==> config.mk <==
export PLATFORM = sky130hd
export DESIGN_NAME = canfd_rx_ring_writer
export DESIGN_NICKNAME = d
export VERILOG_FILES = /design/src/rtl/canfd_ring_pkg.sv /design/src/rtl/rxr_len_decode.sv /design/src/rtl/rxr_space.sv /design/src/rtl/canfd_rx_ring_writer.sv
export SDC_FILE = /design/constraint.sdc
export NUM_CORES = 1
export LEC_CHECK = 0
export BUFFER_PORTS_ARGS = -buffer_cell sky130_fd_sc_hd__clkbuf_2
export CORE_AREA = 2 2 273 275
export CTS_BUF_LIST = sky130_fd_sc_hd__clkbuf_8
export DETAILED_ROUTE_END_ITERATION = 10
export DIE_AREA = 0 0 275 277
export GPL_TIMING_DRIVEN = 0
export REMOVE_ABC_BUFFERS = 1
export SLEW_MARGIN = 5
export SYNTH_ARGS = -nofsm -noshare
export SYNTH_HDL_FRONTEND = slang
export SYNTH_SLANG_ARGS = --single-unit
==> constraint.sdc <==
create_clock -name clk -period 4.3 [get_ports clk]
set_input_delay 0.43 -clock clk [delete_from_list [all_inputs] [get_ports clk]]
set_output_delay 0.43 -clock clk [all_outputs]
set_load 0.02 [all_outputs]
==> src/rtl/canfd_ring_pkg.sv <==
package canfd_ring_pkg;

    localparam int CF_DATA_BYTES = 64;
    localparam int CF_DATA_BITS  = CF_DATA_BYTES * 8;
    localparam int CF_ID_BITS    = 29;
    localparam int CF_OPT_BITS   = 3;

    typedef struct packed {
        logic                    ide;
        logic                    rtr;
        logic [CF_ID_BITS-1:0]   id;
        logic [CF_OPT_BITS-1:0]  opt;
        logic [3:0]              dlc;
        logic                    busoff;
        logic                    errpas;
        logic [CF_DATA_BITS-1:0] data;
    } rx_frame_t;

    typedef enum logic [2:0] {
        S_IDLE,
        S_EVAL,
        S_HEAD,
        S_DATA,
        S_COMMIT,
        S_DROP
    } wr_state_t;

    // Payload byte count for a length code; classic frames saturate at 8.
    function automatic logic [6:0] dlc_to_len(input logic [3:0] dlc, input logic fd);
        logic [6:0] len;
        if (dlc <= 4'd8) begin
            len = {3'd0, dlc};
        end else if (!fd) begin
            len = 7'd8;
        end else begin
            case (dlc)
                4'd9:    len = 7'd12;
                4'd10:   len = 7'd16;
                4'd11:   len = 7'd20;
                4'd12:   len = 7'd24;
                4'd13:   len = 7'd32;
                4'd14:   len = 7'd48;
                default: len = 7'd64;
            endcase
        end
        return len;
    endfunction

endpackage

==> src/rtl/rxr_len_decode.sv <==
module rxr_len_decode (
    input  logic [3:0] dlc,
    input  logic       fd,
    output logic [6:0] len,
    output logic [3:0] npay,
    output logic [3:0] slots
);
    import canfd_ring_pkg::*;

    logic [7:0] len_p7;

    always_comb begin
        len    = dlc_to_len(dlc, fd);
        len_p7 = {1'b0, len} + 8'd7;
        npay   = 4'(len_p7 >> 3);
        slots  = 4'(8'd1 + (len_p7 >> 4));
    end
endmodule

==> src/rtl/rxr_space.sv <==
module rxr_space #(
    parameter int SW = 8
) (
    input  logic [SW-1:0] wr_s,
    input  logic [SW-1:0] rd_s,
    input  logic [SW-1:0] size_s,
    input  logic [3:0]    need,
    output logic          fits,
    output logic          empty,
    output logic          full
);
    logic [SW:0] used;
    logic [SW:0] free;

    always_comb begin
        if (wr_s >= rd_s) begin
            used = {1'b0, wr_s} - {1'b0, rd_s};
        end else begin
            used = {1'b0, wr_s} + {1'b0, size_s} - {1'b0, rd_s};
        end
        free  = {1'b0, size_s} - used;
        fits  = (SW+1)'(need) < free;
        empty = (wr_s == rd_s);
        full  = free <= (SW+1)'(1);
    end
endmodule

==> src/rtl/canfd_rx_ring_writer.sv <==
module canfd_rx_ring_writer #(
    parameter int RING_AW  = 12,
    parameter int DEF_SIZE = 256
) (
    input  logic               clk,
    input  logic               rst_n,
    input  logic               frm_valid,
    output logic               frm_ready,
    input  logic               frm_ide,
    input  logic               frm_rtr,
    input  logic [28:0]        frm_id,
    input  logic [2:0]         frm_fdopt,
    input  logic [3:0]         frm_dlc,
    input  logic               frm_busoff,
    input  logic               frm_errpas,
    input  logic [511:0]       frm_data,
    output logic               mem_we,
    output logic [RING_AW-4:0] mem_addr,
    output logic [63:0]        mem_wdata,
    input  logic               rd_we,
    input  logic [RING_AW-1:0] rd_wdata,
    input  logic               size_we,
    input  logic [RING_AW-1:0] size_wdata,
    output logic [RING_AW-1:0] wr_ptr,
    output logic [RING_AW-1:0] rd_ptr,
    output logic [RING_AW-1:0] ring_size,
    output logic               ring_empty,
    output logic               ring_full
);
    import canfd_ring_pkg::*;

    localparam int SW   = RING_AW - 4;
    localparam int DW_W = RING_AW - 3;

    wr_state_t         state, state_d;
    rx_frame_t         frm_q;
    logic [SW-1:0]     wr_s, rd_s, size_s;
    logic [DW_W-1:0]   dw_addr_q;
    logic [3:0]        pay_idx_q;
    logic              ovr_q;

    logic [6:0]        len;
    logic [3:0]        npay, slots;
    logic              fits;
    logic [SW:0]       wr_sum;
    logic [SW-1:0]     wr_nxt;
    logic [DW_W-1:0]   size_dw, hdr_addr, hdr_inc, dat_inc;
    logic [31:0]       hw0, hw1;
    logic [63:0]       pay_word;

    rxr_len_decode u_len (
        .dlc   (frm_q.dlc),
        .fd    (frm_q.opt[0]),
        .len   (len),
        .npay  (npay),
        .slots (slots)
    );

    rxr_space #(.SW(SW)) u_space (
        .wr_s   (wr_s),
        .rd_s   (rd_s),
        .size_s (size_s),
        .need   (slots),
        .fits   (fits),
        .empty  (ring_empty),
        .full   (ring_full)
    );

    // Address arithmetic in dword and slot units
    always_comb begin
        size_dw  = {size_s, 1'b0};
        hdr_addr = {wr_s, 1'b0};
        hdr_inc  = (hdr_addr + DW_W'(1) == size_dw) ? '0 : hdr_addr + DW_W'(1);
        dat_inc  = (dw_addr_q + DW_W'(1) == size_dw) ? '0 : dw_addr_q + DW_W'(1);
        wr_sum   = {1'b0, wr_s} + (SW+1)'(slots);
        wr_nxt   = (wr_sum >= {1'b0, size_s}) ? SW'(wr_sum - {1'b0, size_s}) : SW'(wr_sum);
    end

    // Header and payload words
    always_comb begin
        if (frm_q.ide) begin
            hw0 = {1'b1, frm_q.rtr, 1'b0, frm_q.id};
        end else begin
            hw0 = {1'b0, frm_q.rtr, frm_q.id[11:0], 18'd0};
        end
        hw1      = {frm_q.dlc, frm_q.opt, 22'd0, ovr_q, frm_q.busoff, frm_q.errpas};
        pay_word = frm_q.data[{pay_idx_q[2:0], 6'd0} +: 64];
    end

    // Next-state logic
    always_comb begin
        state_d = state;
        unique case (state)
            S_IDLE:   if (frm_valid) state_d = S_EVAL;
            S_EVAL:   state_d = fits ? S_HEAD : S_DROP;
            S_HEAD:   state_d = (npay == 4'd0) ? S_COMMIT : S_DATA;
            S_DATA:   if (pay_idx_q == npay - 4'd1) state_d = S_COMMIT;
            S_COMMIT: state_d = S_IDLE;
            S_DROP:   state_d = S_IDLE;
            default:  state_d = S_IDLE;
        endcase
    end

    // State register
    always_ff @(posedge clk or negedge rst_n) begin
        if (!rst_n) state <= S_IDLE;
        else        state <= state_d;
    end

    // Outputs
    always_comb begin
        frm_ready = (state == S_IDLE);
        mem_we    = (state == S_HEAD) || (state == S_DATA);
        mem_addr  = (state == S_HEAD) ? hdr_addr : dw_addr_q;
        mem_wdata = (state == S_HEAD) ? {hw1, hw0} : pay_word;
        wr_ptr    = {wr_s, 4'd0};
        rd_ptr    = {rd_s, 4'd0};
        ring_size = {size_s, 4'd0};
    end

    // Datapath and pointer registers
    always_ff @(posedge clk or negedge rst_n) begin
        if (!rst_n) begin
            frm_q     <= '0;
            wr_s      <= '0;
            rd_s      <= '0;
            size_s    <= SW'(DEF_SIZE / 16);
            dw_addr_q <= '0;
            pay_idx_q <= '0;
            ovr_q     <= 1'b0;
        end else begin
            if (state == S_IDLE && frm_valid) begin
                frm_q <= '{ide: frm_ide, rtr: frm_rtr, id: frm_id, opt: frm_fdopt,
                           dlc: frm_dlc, busoff: frm_busoff, errpas: frm_errpas,
                           data: frm_data};
            end
            if (state == S_HEAD) begin
                dw_addr_q <= hdr_inc;
                pay_idx_q <= '0;
                ovr_q     <= 1'b0;
            end
            if (state == S_DATA) begin
                dw_addr_q <= dat_inc;
                pay_idx_q <= pay_idx_q + 4'd1;
            end
            if (state == S_DROP) ovr_q <= 1'b1;
            if (state == S_COMMIT) wr_s <= wr_nxt;
            if (rd_we) rd_s <= SW'(rd_wdata >> 4);
            if (size_we) begin
                size_s <= SW'(size_wdata >> 4);
                wr_s   <= '0;
                rd_s   <= '0;
            end
        end
    end


    wr_publish_chk: assert property (@(posedge clk) disable iff (!rst_n)
        !$stable(wr_s) |-> ($past(state) == S_COMMIT || $past(size_we)));


    busy_write_chk: assert property (@(posedge clk) disable iff (!rst_n)
        mem_we |-> !frm_ready);


    no_equal_fill_chk: assert property (@(posedge clk) disable iff (!rst_n)
        (state == S_COMMIT && !rd_we && !size_we) |=> !ring_empty);


    addr_range_chk: assert property (@(posedge clk) disable iff (!rst_n)
        (mem_we && size_s != '0) |-> mem_addr < size_dw);


    ovr_report_chk: assert property (@(posedge clk) disable iff (!rst_n)
        $fell(ovr_q) |-> ($past(state) == S_HEAD && $past(mem_wdata[34])));


    flags_chk: assert property (@(posedge clk) disable iff (!rst_n)
        (ring_empty && size_s >= SW'(2)) |-> !ring_full);

endmodule

==> results.toml <==
[sta]
layout_worst_path_cycle_share = 1.24
slew_viols_final = 0
hold_violations = 0
clock.fmax_mhz = 188
hold_slack_ps = 235
setup-tns-final_ps = -1020
setup_viol_count_final = 1
maxSlewHeadroom = 0.401
post-route-worst-setup-slack_ps = -1020
unrepaired_setup_endpoints_after_global_routing = "yes"
period_minus_slack_ps = 5320
worst_pin_slew_ps = 898
fin_skew_ps = 49.2

[final_layout]
multiInputGateArea_um2 = 13800
layout.filler_cells = 5878
postLayoutCellArea_um2 = 42400
layout-drive-gt1-share = 0.485
num-nets-final = 3983
instances_no_fill = 4421
area_delta_synth_final_pct = 45.4
reg_area_um2 = 14900

[synthesis]
synth-seq-cells = 593
synthCells = 2065
yosys.area.top_type = "sky130_fd_sc_hd__dfrtp_1"
synth_flop_cell = "sky130_fd_sc_hd__dfrtp_1"
syn-mean-instance-area_um2 = 14.1
yosysWarningCount = 0
synth_enable_flop_cells = 0
yosysTopAreaCellShare = 0.508
number_of_distinct_library_cell_variants_in_the_gate_level_netlist_after_synthesis = 72
synth_area_leaders = "sky130_fd_sc_hd__dfrtp_1 (51%), sky130_fd_sc_hd__mux2_2 (21%), sky130_fd_sc_hd__mux4_2 (9.9%)"
seq_area_frac_synth = 0.509
synth_area_um2 = 29200
async_reset_ff_frac = 1.00

[worst_setup_path]
worst-endpoint-arrival_ps = 4890
required_ps = 3870
critical_path.n_buffers_inverters = 3
path_class = "flop to primary output"
path_max_fanout = 4
start_kind = "flop"
cpMaxStageDelayCell = "sky130_fd_sc_hd__or4_4"
timing.critical_path.cells = "clkinvlp_4, fa_1, inv_2, fa_2, a211oi_2, nor2_1, o21a_1, nor2_1, xnor2_1, a21boi_1, ha_2, or4_4, o21ai_4, nand3_2, a221oi_4, nand4_1, nor2_1, buf_4"
largest_delay_share_family_worst_path = "simple AND/OR/NAND/NOR gates"
max_stage_delay_ps = 530
end_kind = "primary output"
cpMostUsedCell = "sky130_fd_sc_hd__nor2_1"

[clocking]
worst_skew_pair.late_latency_ps = 710
h_tree_depth = 3
tritoncts_num_sinks = 593
cts_inserted_buffers = 104
cts_tree = "yes"
max-clock-path-buffers = 3
cts.root.buffer_cell = "sky130_fd_sc_hd__clkbuf_8"
clk_transition_reported_paths_ps = 60

[global_route]
first_global_vias = 25800
grt_overflow = 0
grt_antenna_before_repair = 42
grt_use_total = 0.246
grt_max_degree = 101
grt_pass1_wl_mm = 145

[route]
wire_per_inst_um = 21.2
avgViaCountPerCell = 5.14
initialDrtViolationCount = 1110
detail_route.wirelength_mm = 93.6
drt_first_pass_iters = 5
route.antenna.remaining_nets = 0
drcViolationCount = 0
vias = 22700

[placed_design]
placed_cells = 3603
place_congestion = 0.897
hpwl_mm = 66.4
port_buffers = 673
preCtsSetupSlack_ps = -1220
placement.cell_area_um2 = 33800

[pwr]
vdd_drop_max_uv = 445
cellLeakagePower_nw = 18.7
power.density_nw_per_um2 = 655

[die]
core_rows = 100
dieArea_um2 = 76200
core-area_um2 = 73600
die_x_um = 275
io_pins = 694
dieHeight_um = 277
floorplan.initialDensity = 0.396

[outcome]
violations = "setup timing"
status = "finished, violations left"

[job]
cap_viol_max_count = 0

[min_path]
min_path_type = "input port to flop"
[power breakdown]
part | internal (mW) | switching, mW
registers | 8.35 | 1.74
logic | 6.73 | 5.60
clock network | 2.91 | 2.47
total | 18.0 | 9.81
[placed cells by master, fill, tap and decap left out, types with 52 or more instances in the layout]
master	netlist	final
sky130_fd_sc_hd__clkbuf_2	0	671
sky130_fd_sc_hd__dlygate4sd3_1	0	570
sky130_fd_sc_hd__dfrtp_1	592	569
sky130_fd_sc_hd__mux2_2	554	553
sky130_fd_sc_hd__clkbuf_8	1	134
sky130_fd_sc_hd__mux4_2	128	128
sky130_fd_sc_hd__inv_1	60	88
sky130_fd_sc_hd__mux2i_1	80	79
sky130_fd_sc_hd__o21ai_0	76	75
sky130_fd_sc_hd__nor2_1	60	56
sky130_fd_sc_hd__nand2_1	53	52
[worst register-to-register path, delay by kind of cell (launching register included)]
family	cells	cell delay (ps)
flops	1	490
simple gates	7	1310
fa+ha+maj	3	880
buf+inv	2	220
compound gates	4	910
mux	1	330
[routing by layer]
layer,routed length (µm),GRT usage
met5,192,0
met4,3430,0.0940
met3,5520,0.0643
met2,49000,0.438
met1,35400,0.280
[metrics by stage]
| step | util | total power [mW] |
|---|---|---|
| 2_1_floorplan | - | 18.6 |
| 3_3_place_gp | 0.450 | 19.3 |
| 3_5_place_dp | 0.460 | 21.6 |
| 4_1_cts | 0.571 | 27.7 |
| 5_1_grt | 0.576 | 29.5 |
| 6_report | 0.576 | 27.8 |
[cells in the mapped netlist (3+ instances only)]
cell type,n
sky130_fd_sc_hd__a22oi_1,4
sky130_fd_sc_hd__and3_1,6
sky130_fd_sc_hd__o211ai_1,3
sky130_fd_sc_hd__mux2i_1,80
sky130_fd_sc_hd__inv_1,60
sky130_fd_sc_hd__xnor2_1,25
sky130_fd_sc_hd__nor3_1,11
sky130_fd_sc_hd__buf_4,13
sky130_fd_sc_hd__nand4_1,3
sky130_fd_sc_hd__or2_2,4
sky130_fd_sc_hd__nor2_1,60
sky130_fd_sc_hd__a211oi_1,16
sky130_fd_sc_hd__buf_2,71
sky130_fd_sc_hd__a21o_1,11
sky130_fd_sc_hd__nand2b_1,4
sky130_fd_sc_hd__mux2_2,554
sky130_fd_sc_hd__o21a_1,7
sky130_fd_sc_hd__o31a_1,5
sky130_fd_sc_hd__xor2_1,17
sky130_fd_sc_hd__clkbuf_1,51
sky130_fd_sc_hd__a21oi_1,28
sky130_fd_sc_hd__nor2b_1,19
sky130_fd_sc_hd__nor4_1,3
sky130_fd_sc_hd__a22o_1,4
sky130_fd_sc_hd__ha_1,46
sky130_fd_sc_hd__fa_1,12
sky130_fd_sc_hd__nand2_1,53
sky130_fd_sc_hd__nand3_1,31
sky130_fd_sc_hd__mux4_2,128
sky130_fd_sc_hd__nand3b_1,4
sky130_fd_sc_hd__dfrtp_1,592
sky130_fd_sc_hd__o22ai_1,6
sky130_fd_sc_hd__a31oi_1,4
sky130_fd_sc_hd__o31ai_1,5
sky130_fd_sc_hd__buf_1,8
sky130_fd_sc_hd__o21ai_0,76
[state kept, by name, summed over array words and instances, names as in the netlist]
signal / cells
dw_addr_q: 9
frm_q: 552
state: 3
pay_idx_q: 4
size_s: 8
rd_s: 8
wr_s: 8
ovr_q: 1
[final cells by class]
cell class | count | share of cell area
flip-flops and latches | 593 | 0.351
clock inverters | 52 | 0.00779
multi-input cells | 1280 | 0.325
inverters | 60 | 0.00540
clock buffers | 133 | 0.0432
repair buffers | 1305 | 0.238
well taps | 969 | 0.0286
diodes | 29 | 0.00171
[worst paths after layout]
kind                            cells past startpoint  slack (ps)              startpoint                      to
worst min register to register                      1         500  frm_q[505]$_DFFE_PN0P_  frm_q[505]$_DFFE_PN0P_
min in group asynchronous                           2         390                   rst_n  frm_q[182]$_DFFE_PN0P_
worst max register to register                     17          50     wr_s[3]$_DFFE_PN0P_    state[1]$_DFFE_PN0P_
worst max-delay path                               18       -1020   size_s[1]$_DFFE_PN0P_               ring_full
worst min-delay path                                3         240                   rd_we     rd_s[7]$_DFFE_PN0P_
max in group asynchronous                           5        2130                   rst_n  frm_q[353]$_DFFE_PN0P_
[logic make-up after synthesis]
| family | Yosys count | synth area share |
|---|---|---|
| mux | 762 | 0.340 |
| flops | 593 | 0.509 |
| simple gates | 211 | 0.0348 |
| buf+inv | 206 | 0.0321 |
| compound gates | 192 | 0.0432 |
| fa+ha+maj | 58 | 0.0280 |
| xor+xnor | 42 | 0.0126 |
| other cells | 1 | 0.000129 |
[repair_timing]
action / in CTS / in global routing
hold buffers: 570 / 0
pin swaps: 16 / 39
endpoints found under the setup margin: 12 / 11
endpoints found under the hold margin: 667 / 0
buffers inserted: 23 / 12
gates resized for setup: 43 / 45
Note: power is estimated with default switching activity, not from simulation.
